[config.mk]
export PLATFORM = sky130hd
export DESIGN_NAME = swd_txn_engine
export DESIGN_NICKNAME = d
export VERILOG_FILES = /design/src/rtl/swd_txn_pkg.sv /design/src/rtl/swd_bit_timer.sv /design/src/rtl/swd_line_drive.sv /design/src/rtl/swd_resp_check.sv /design/src/rtl/swd_txn_engine.sv
export SDC_FILE = /design/constraint.sdc
export NUM_CORES = 1
export LEC_CHECK = 0
export ABC_AREA = 1
export BUFFER_PORTS_ARGS = -buffer_cell sky130_fd_sc_hd__buf_4
export CAP_MARGIN = 20
export CORE_MARGIN = 3
export CORE_UTILIZATION = 35
export DETAILED_ROUTE_END_ITERATION = 16
export PLACE_DENSITY = 0.53
export SKIP_LAST_GASP = 1
export SLEW_MARGIN = 20
export SYNTH_ARGS = -nofsm -noshare
export SYNTH_HDL_FRONTEND = slang
export SYNTH_HIERARCHICAL = 1
export SYNTH_SLANG_ARGS = --single-unit
[constraint.sdc]
create_clock -name clk -period 2.6 [get_ports clk]
set_clock_uncertainty 0.2 [all_clocks]
set_input_delay 0.65 -clock clk [delete_from_list [all_inputs] [get_ports clk]]
set_output_delay 0.65 -clock clk [all_outputs]
set_load 0.05 [all_outputs]
[src/rtl/swd_txn_pkg.sv]
// Shared types and constants for the serial debug transaction engine.
// Assumes a 32-bit data word and a 3-bit acknowledge, as the wire format requires.
package swd_txn_pkg;

    localparam int WORD_W   = 32;
    localparam int HDR_W    = 8;
    localparam int ACK_W    = 3;
    localparam int IDLE_LEN = 8;

    // Header bit positions the engine decodes
    localparam int HB_START = 0;
    localparam int HB_AP    = 1;
    localparam int HB_RNW   = 2;
    localparam int HB_A2    = 3;
    localparam int HB_A3    = 4;
    localparam int HB_PARK  = 7;

    localparam logic [HDR_W-1:0]  FORCE_MASK  = 8'h81;
    localparam logic [HDR_W-1:0]  ABORT_HDR   = 8'h81;
    localparam logic [WORD_W-1:0] ABORT_CLEAR = 32'h0000_001E;

    localparam logic [ACK_W-1:0] ACK_GOOD  = 3'b001;
    localparam logic [ACK_W-1:0] ACK_WAIT  = 3'b010;
    localparam logic [ACK_W-1:0] ACK_FAULT = 3'b100;

    typedef enum logic [3:0] {
        PH_IDLE, PH_HDR, PH_TRN_A, PH_ACK, PH_RDATA, PH_RPAR,
        PH_TRN_B, PH_WDATA, PH_WPAR, PH_EVAL, PH_APDLY, PH_FLUSH
    } phase_t;

    typedef enum logic [1:0] {
        STS_OK = 2'b00, STS_FAULT = 2'b01, STS_PROTO = 2'b10, STS_PARITY = 2'b11
    } status_t;

    typedef enum logic [2:0] {
        V_DONE, V_RETRY, V_FAULT, V_JUNK, V_BADPAR
    } verdict_t;

endpackage

[src/rtl/swd_bit_timer.sv]
// Serial clock generator: splits each bit time into a low half and a high half
// of HALF_CYC system clocks each. It runs only while run_i is high and parks low otherwise.
// Assumes run_i changes only on a bit boundary (counter at zero).
module swd_bit_timer #(
    parameter int HALF_CYC = 2
) (
    input  logic clk,
    input  logic rst_n,
    input  logic run_i,
    output logic swclk_o,
    output logic sample_o,
    output logic bit_end_o
);
    localparam int PER = 2 * HALF_CYC;
    localparam int CW  = (PER > 2) ? $clog2(PER) : 1;
    localparam logic [CW-1:0] LAST_CNT = CW'(PER - 1);
    localparam logic [CW-1:0] SAMP_CNT = CW'(HALF_CYC - 1);
    localparam logic [CW-1:0] HIGH_CNT = CW'(HALF_CYC);

    logic [CW-1:0] cnt_q;

    // Phase counter within one bit time
    always_ff @(posedge clk) begin
        if (!rst_n || !run_i)
            cnt_q <= '0;
        else if (cnt_q == LAST_CNT)
            cnt_q <= '0;
        else
            cnt_q <= cnt_q + 1'b1;
    end

    assign swclk_o   = (cnt_q >= HIGH_CNT);
    assign sample_o  = run_i && (cnt_q == SAMP_CNT);
    assign bit_end_o = run_i && (cnt_q == LAST_CNT);

endmodule

[src/rtl/swd_line_drive.sv]
// Output mux for the data line: picks the value and enable from the current phase.
// Assumes phase and bit select come from registers that only change on bit boundaries.
module swd_line_drive
    import swd_txn_pkg::*;
(
    input  phase_t              phase_i,
    input  logic [4:0]          bit_sel_i,
    input  logic [HDR_W-1:0]    hdr_i,
    input  logic [WORD_W-1:0]   wdata_i,
    output logic                out_o,
    output logic                oe_o
);
    // Drive value and enable per phase
    always_comb begin
        out_o = 1'b0;
        oe_o  = 1'b0;
        unique case (phase_i)
            PH_IDLE, PH_EVAL, PH_FLUSH: oe_o = 1'b1;
            PH_HDR: begin
                oe_o  = 1'b1;
                out_o = hdr_i[bit_sel_i[2:0]];
            end
            PH_WDATA: begin
                oe_o  = 1'b1;
                out_o = wdata_i[bit_sel_i];
            end
            PH_WPAR: begin
                oe_o  = 1'b1;
                out_o = ^wdata_i;
            end
            default: ;
        endcase
    end

endmodule

[src/rtl/swd_resp_check.sv]
// Classifies a finished frame from its acknowledge, read data and parity bit.
// Assumes ack_i holds the acknowledge with its first received bit at position 0.
module swd_resp_check
    import swd_txn_pkg::*;
(
    input  logic [ACK_W-1:0]  ack_i,
    input  logic [WORD_W-1:0] data_i,
    input  logic              par_i,
    input  logic              is_read_i,
    input  logic              ack_ignored_i,
    output verdict_t          verdict_o
);
    // Decode the acknowledge, then check read parity on success
    always_comb begin
        if (ack_ignored_i)
            verdict_o = V_DONE;
        else begin
            unique case (ack_i)
                ACK_GOOD:  verdict_o = (is_read_i && ((^data_i) != par_i)) ? V_BADPAR : V_DONE;
                ACK_WAIT:  verdict_o = V_RETRY;
                ACK_FAULT: verdict_o = V_FAULT;
                default:   verdict_o = V_JUNK;
            endcase
        end
    end

endmodule

[src/rtl/swd_txn_engine.sv]
// Host-side debug register transaction engine: runs one header/acknowledge/data
// frame per request. It retries WAIT after an abort write, holds the first failure,
// and answers held failures without bus traffic until a flush.
// Assumes one request in flight; the target answers on the line released by swdio_oe.
module swd_txn_engine
    import swd_txn_pkg::*;
#(
    parameter int HALF_CYC = 2,
    parameter int DLY_W    = 8
) (
    input  logic              clk,
    input  logic              rst_n,
    input  logic              req_valid,
    output logic              req_ready,
    input  logic              req_flush,
    input  logic [7:0]        req_cmd,
    input  logic [31:0]       req_wdata,
    input  logic [DLY_W-1:0]  req_delay,
    output logic              rsp_valid,
    output logic [1:0]        rsp_status,
    output logic [31:0]       rsp_rdata,
    output logic              swclk,
    output logic              swdio_out,
    output logic              swdio_oe,
    input  logic              swdio_in
);
    localparam int CNT_W = (DLY_W > 6) ? DLY_W : 6;

    phase_t             phase_q;
    logic [CNT_W-1:0]   bit_idx_q;
    logic [HDR_W-1:0]   hdr_q;
    logic [WORD_W-1:0]  wdata_q;
    logic [DLY_W-1:0]   dly_q;
    logic               abort_q;
    logic [ACK_W-1:0]   ack_q;
    logic [WORD_W-1:0]  rx_q;
    logic               rxpar_q;
    status_t            err_q;

    logic [HDR_W-1:0]   bus_hdr;
    logic [WORD_W-1:0]  bus_wdata;
    logic               is_read;
    logic               ack_ignored;
    logic               run;
    logic               sample;
    logic               bit_end;
    logic [CNT_W-1:0]   phase_len;
    logic               last_bit;
    verdict_t           verdict;

    // Header and data on the bus: the abort frame replaces the request while active
    always_comb begin
        bus_hdr   = abort_q ? ABORT_HDR : hdr_q;
        bus_wdata = abort_q ? ABORT_CLEAR : wdata_q;
    end

    assign is_read     = bus_hdr[HB_RNW];
    assign ack_ignored = !bus_hdr[HB_AP] && !bus_hdr[HB_RNW] && bus_hdr[HB_A3] && bus_hdr[HB_A2];
    assign run         = (phase_q != PH_IDLE) && (phase_q != PH_EVAL);
    assign req_ready   = (phase_q == PH_IDLE);

    swd_bit_timer #(.HALF_CYC(HALF_CYC)) u_timer (
        .clk       (clk),
        .rst_n     (rst_n),
        .run_i     (run),
        .swclk_o   (swclk),
        .sample_o  (sample),
        .bit_end_o (bit_end)
    );

    swd_line_drive u_drive (
        .phase_i   (phase_q),
        .bit_sel_i (bit_idx_q[4:0]),
        .hdr_i     (bus_hdr),
        .wdata_i   (bus_wdata),
        .out_o     (swdio_out),
        .oe_o      (swdio_oe)
    );

    swd_resp_check u_check (
        .ack_i         (ack_q),
        .data_i        (rx_q),
        .par_i         (rxpar_q),
        .is_read_i     (is_read),
        .ack_ignored_i (ack_ignored),
        .verdict_o     (verdict)
    );

    // Number of bit times in the current phase
    always_comb begin
        unique case (phase_q)
            PH_HDR, PH_FLUSH:   phase_len = CNT_W'(IDLE_LEN);
            PH_ACK:             phase_len = CNT_W'(ACK_W);
            PH_RDATA, PH_WDATA: phase_len = CNT_W'(WORD_W);
            PH_APDLY:           phase_len = CNT_W'(dly_q);
            default:            phase_len = CNT_W'(1);
        endcase
    end

    assign last_bit = (bit_idx_q == phase_len - 1'b1);

    // Capture acknowledge, read data and parity just before the rising edge
    always_ff @(posedge clk) begin
        if (!rst_n) begin
            ack_q   <= '0;
            rx_q    <= '0;
            rxpar_q <= 1'b0;
        end else if (sample) begin
            if (phase_q == PH_ACK)   ack_q   <= {swdio_in, ack_q[ACK_W-1:1]};
            if (phase_q == PH_RDATA) rx_q    <= {swdio_in, rx_q[WORD_W-1:1]};
            if (phase_q == PH_RPAR)  rxpar_q <= swdio_in;
        end
    end

    // Frame sequencing, retry, held status and responses
    always_ff @(posedge clk) begin
        if (!rst_n) begin
            phase_q    <= PH_IDLE;
            bit_idx_q  <= '0;
            hdr_q      <= '0;
            wdata_q    <= '0;
            dly_q      <= '0;
            abort_q    <= 1'b0;
            err_q      <= STS_OK;
            rsp_valid  <= 1'b0;
            rsp_status <= STS_OK;
            rsp_rdata  <= '0;
        end else begin
            rsp_valid <= 1'b0;
            if (phase_q == PH_IDLE) begin
                if (req_valid) begin
                    bit_idx_q <= '0;
                    if (req_flush)
                        phase_q <= PH_FLUSH;
                    else if (err_q != STS_OK) begin
                        rsp_valid  <= 1'b1;
                        rsp_status <= err_q;
                        rsp_rdata  <= '0;
                    end else begin
                        hdr_q   <= req_cmd | FORCE_MASK;
                        wdata_q <= req_wdata;
                        dly_q   <= req_delay;
                        abort_q <= 1'b0;
                        phase_q <= PH_HDR;
                    end
                end
            end else if (phase_q == PH_EVAL) begin
                bit_idx_q <= '0;
                unique case (verdict)
                    V_RETRY: begin
                        abort_q <= 1'b1;
                        phase_q <= PH_HDR;
                    end
                    V_DONE: begin
                        if (abort_q) begin
                            abort_q <= 1'b0;
                            phase_q <= PH_HDR;
                        end else if (hdr_q[HB_AP] && (dly_q != '0)) begin
                            phase_q <= PH_APDLY;
                        end else begin
                            phase_q    <= PH_IDLE;
                            rsp_valid  <= 1'b1;
                            rsp_status <= STS_OK;
                            rsp_rdata  <= is_read ? rx_q : '0;
                        end
                    end
                    default: begin
                        status_t bad;
                        bad = (verdict == V_FAULT) ? STS_FAULT :
                              (verdict == V_BADPAR) ? STS_PARITY : STS_PROTO;
                        err_q      <= bad;
                        abort_q    <= 1'b0;
                        phase_q    <= PH_IDLE;
                        rsp_valid  <= 1'b1;
                        rsp_status <= bad;
                        rsp_rdata  <= '0;
                    end
                endcase
            end else if (bit_end) begin
                bit_idx_q <= last_bit ? '0 : bit_idx_q + 1'b1;
                if (last_bit) begin
                    unique case (phase_q)
                        PH_HDR:   phase_q <= PH_TRN_A;
                        PH_TRN_A: phase_q <= PH_ACK;
                        PH_ACK:   phase_q <= is_read ? PH_RDATA : PH_TRN_B;
                        PH_RDATA: phase_q <= PH_RPAR;
                        PH_RPAR:  phase_q <= PH_TRN_B;
                        PH_TRN_B: phase_q <= is_read ? PH_EVAL : PH_WDATA;
                        PH_WDATA: phase_q <= PH_WPAR;
                        PH_WPAR:  phase_q <= PH_EVAL;
                        PH_APDLY: begin
                            phase_q    <= PH_IDLE;
                            rsp_valid  <= 1'b1;
                            rsp_status <= STS_OK;
                            rsp_rdata  <= is_read ? rx_q : '0;
                        end
                        PH_FLUSH: begin
                            phase_q    <= PH_IDLE;
                            rsp_valid  <= 1'b1;
                            rsp_status <= err_q;
                            rsp_rdata  <= '0;
                            err_q      <= STS_OK;
                        end
                        default: phase_q <= PH_IDLE;
                    endcase
                end
            end
        end
    end

endmodule

==> impl_metrics.json <==
{
  "status": "finished with violations",
  "violations": "negative setup slack",
  "crit_buf_inv": 4,
  "synth_top_family_by_area": "simple AND/OR/NAND/NOR gates",
  "synth_compound_area_share_pct": 15.6,
  "worst_pin_slew_ps": 518,
  "grt_pass1_wl_um": 41800,
  "nets": 1720,
  "critPathTopFamily": "simple AND/OR/NAND/NOR gates",
  "clock_path_buffers": 2,
  "critPathLaunch": "abort_q$_SDFFE_PN0P_",
  "htree_levels": 4,
  "die_x_um": 161,
  "synth_fa_ha_area_share_pct": 0.741,
  "vias": 9594,
  "finalHoldViolCount": 0,
  "p_per_area_mw_per_mm2": 1180,
  "antenna_found_initial": 0,
  "r2r_cells": 23,
  "start_kind": "register",
  "synth_cells": 1435,
  "final_cell_mix": "394 x nand2_1, 221 x buf_4, 155 x inv_1",
  "yosysSeqAreaShare_pct": 32.0,
  "clock_latency_ps": 430,
  "antenna_cells": 0,
  "grt_max_degree": 70,
  "hp-class": "in -> reg",
  "utilization_pct": 54.3,
  "power_uw": 15200,
  "relSlewSlack_pct": 65.5,
  "ys.warnings.count": 6,
  "drcViolationCount": 0,
  "min_period_over_period_pct": 122,
  "overflow": 0,
  "grt_pass1_vias": 8775,
  "setup-violations-final": 40,
  "peakVddDrop_mv": 0.953,
  "fin_ws_ps": -561,
  "synth.area.mux_share_pct": 0,
  "core_sq_mm": 0.0236,
  "io_buffers": 89,
  "synth_flop_cell": "dfxtp_1",
  "crit_required_ps": 1750,
  "cts.reportedPaths.clkPinSlew_ps": 60,
  "path_cells": "buf_12 -> or2_4 -> inv_2 -> nand2_2 -> nand2_2 -> nand2_2 -> nand2_2 -> nand2_2 -> nand2_2 -> nand2_2 -> inv_2 -> nor2_2 -> nand2_1 -> nand3_2 -> nand3_4 -> buf_8",
  "io_pins": 92,
  "gp_congestion": 0.854,
  "reg2reg_to": "rsp_rdata[23]$_SDFFE_PN0P_",
  "async_flop_share_pct": 0,
  "track_usage_pct": 19.4,
  "synth_xor_area_share_pct": 0.830,
  "vias_per_cell": 4.81,
  "cp_max_fo": 8,
  "die-area_sq_mm": 0.0260,
  "syn-num-nets": 1493,
  "drt_pass1_iterations": 5,
  "synth_area_sq_mm": 0.00844,
  "reg2reg_setup_slack_ps": -330,
  "drv_cap": 0,
  "cts_buffers": 17,
  "start_util_pct": 35.8,
  "clkSinkCount": 135,
  "rows": 56,
  "drtIter0Drc": 482,
  "slowest_stage": "dfxtp_4",
  "yosys.area_share.simple_pct": 38.0,
  "endpoint": "swdio_out",
  "place_hpwl_um": 17000,
  "syn_avg_cell_area_sq_um": 5.88,
  "fillers": 2315,
  "root_buffer": "clkbuf_16",
  "syn2layout_area_growth_pct": 51.7,
  "ys_types": 38,
  "cp_data_arrival_time_ps": 2310,
  "cp.depth": 16,
  "final_common_cell": "nand2_1",
  "post-route-min-period_ps": 3160,
  "slew_viol_final": 0,
  "drive_gt1_share_pct": 35.4,
  "ant_nets": 0,
  "synth-seq-cells": 135,
  "r2r_start": "rx_q[20]$_SDFFE_PN0P_",
  "leakage_uw": 0.00576,
  "wl_per_cell_um": 13.8,
  "wirelength_um": 27500,
  "rsz0062_at_grt": "yes",
  "cts_tree": "built",
  "critPathMaxStageDelay_ps": 420,
  "timing.critical_path.mode_cell": "nand2_2",
  "crit_type": "reg -> out",
  "synth-edff-count": 0,
  "ctsHoldBuffers": 0,
  "end_kind": "output pin",
  "die-height_um": 161,
  "fmax_ghz": 0.316
}
## power by group
group	total (uW)	internal, uW	leakage (uW)	switching [uW]
Clock	2540	1460	0.000296	1080
Combinational	9640	3980	0.00435	5660
Sequential	2980	2600	0.00112	381
Total	15200	8050	0.00576	7120
## cell usage after synthesis, types with 2 or more instances
master	instances	share of area [%]
a211oi_1	2	0.18
a21oi_1	97	5.7
a31oi_1	34	2.5
buf_1	7	0.31
buf_2	6	0.36
buf_6	10	1.3
clkbuf_1	42	1.9
clkinv_1	2	0.089
dfxtp_1	135	32
ha_1	5	0.74
inv_1	180	8.0
inv_2	17	0.76
nand2_1	482	21
nand2_2	15	1.1
nand3_1	48	2.8
nand3b_1	2	0.18
nand4_1	41	3.0
nor2_1	153	6.8
nor2_2	7	0.52
nor3_1	10	0.59
nor4_1	5	0.37
o21ai_0	88	5.2
o21ai_1	17	1.0
o21bai_1	3	0.27
o22ai_1	2	0.15
or2_2	6	0.44
xor2_1	8	0.83
## cells by family (layout without fill, tap and decap cells)
group	after synthesis	in the layout
buf+inv	265	505
simple gates	774	774
flops	135	135
compound gates	248	248
xor+xnor	8	8
fa+ha+maj	5	5
## sequential cells by signal, indices dropped and copies added (netlist names)
| signal | cells |
|---|---|
| hdr_q | 7 |
| u_timer/cnt_q | 2 |
| rx_q | 32 |
| rsp_status | 2 |
| dly_q | 8 |
| rsp_valid | 1 |
| abort_q | 1 |
| rsp_rdata | 32 |
| phase_q | 4 |
| wdata_q | 32 |
| rxpar_q | 1 |
| bit_idx_q | 8 |
| err_q | 2 |
| ack_q | 3 |
## layout make-up
cell class                      instances  area [sq um]  share of cell area (%)
Clock inverter                         15           180                    1.41
Sequential cell                       135          2770                    21.6
Multi-Input combinational cell       1035          5610                    43.8
Clock buffer                           17           425                    3.32
Tap cell                              319           399                    3.12
Inverter                              199           759                    5.93
Timing Repair Buffer                  274          2670                    20.8
## how the worst min path moves through the flow
| stage | start | endpoint | slack, ps | cells after the start |
|---|---|---|---|---|
| final | req_delay[1] | dly_q[1]$_SDFFE_PN0P_ | 250 | 3 |
| after global routing | req_delay[1] | dly_q[1]$_SDFFE_PN0P_ | 240 | 3 |
| after CTS | req_delay[1] | dly_q[1]$_SDFFE_PN0P_ | 230 | 3 |
| after detailed placement | wdata_q[15]$_SDFFE_PN0P_ | wdata_q[15]$_SDFFE_PN0P_ | 240 | 2 |
| after global placement | hdr_q[0]$_SDFFE_PN0P_ | hdr_q[0]$_SDFFE_PN0P_ | 240 | 2 |
| after floorplan | wdata_q[0]$_SDFFE_PN0P_ | wdata_q[0]$_SDFFE_PN0P_ | 230 | 2 |
## worst min-delay path, delay by kind of cell
| family | cells | cell delay, ps |
|---|---|---|
| and+or+nand+nor | 2 | 110 |
| buffers and inverters | 1 | 80 |
## per-layer routing
| layer | track usage, % | part of all wire, % | vias up |
|---|---|---|---|
| met5 | 0 | 0 | - |
| met4 | 4.15 | 1.6 | 0 |
| met3 | 3.10 | 3.9 | 30 |
| met2 | 34.1 | 49 | 171 |
| met1 | 25.0 | 46 | 4378 |
| li1 | - | - | 5015 |
## metrics by stage
step	std cells	hold WS, ps	worst slack [ps]	TNS (ps)	area (sq um)
floorplan	1435	230	2.50	0	8590
global placement	1918	244	-280	-9830	10500
detailed placement	1918	244	-302	-10680	10500
CTS	1975	231	-528	-5590	11800
global route	1994	244	-698	-18680	12800
finish	1994	254	-561	-10760	12800
## what timing repair did
item | CTS | global route
endpoints found under the setup margin | 50 | 53
pin swaps | 56 | 144
cloned | 9 | 10
hold endpoints to repair | 0 | 0
setup buffers | 16 | 13
gates resized for setup | 114 | 199
No activity file was read; power rests on OpenSTA's default activity.
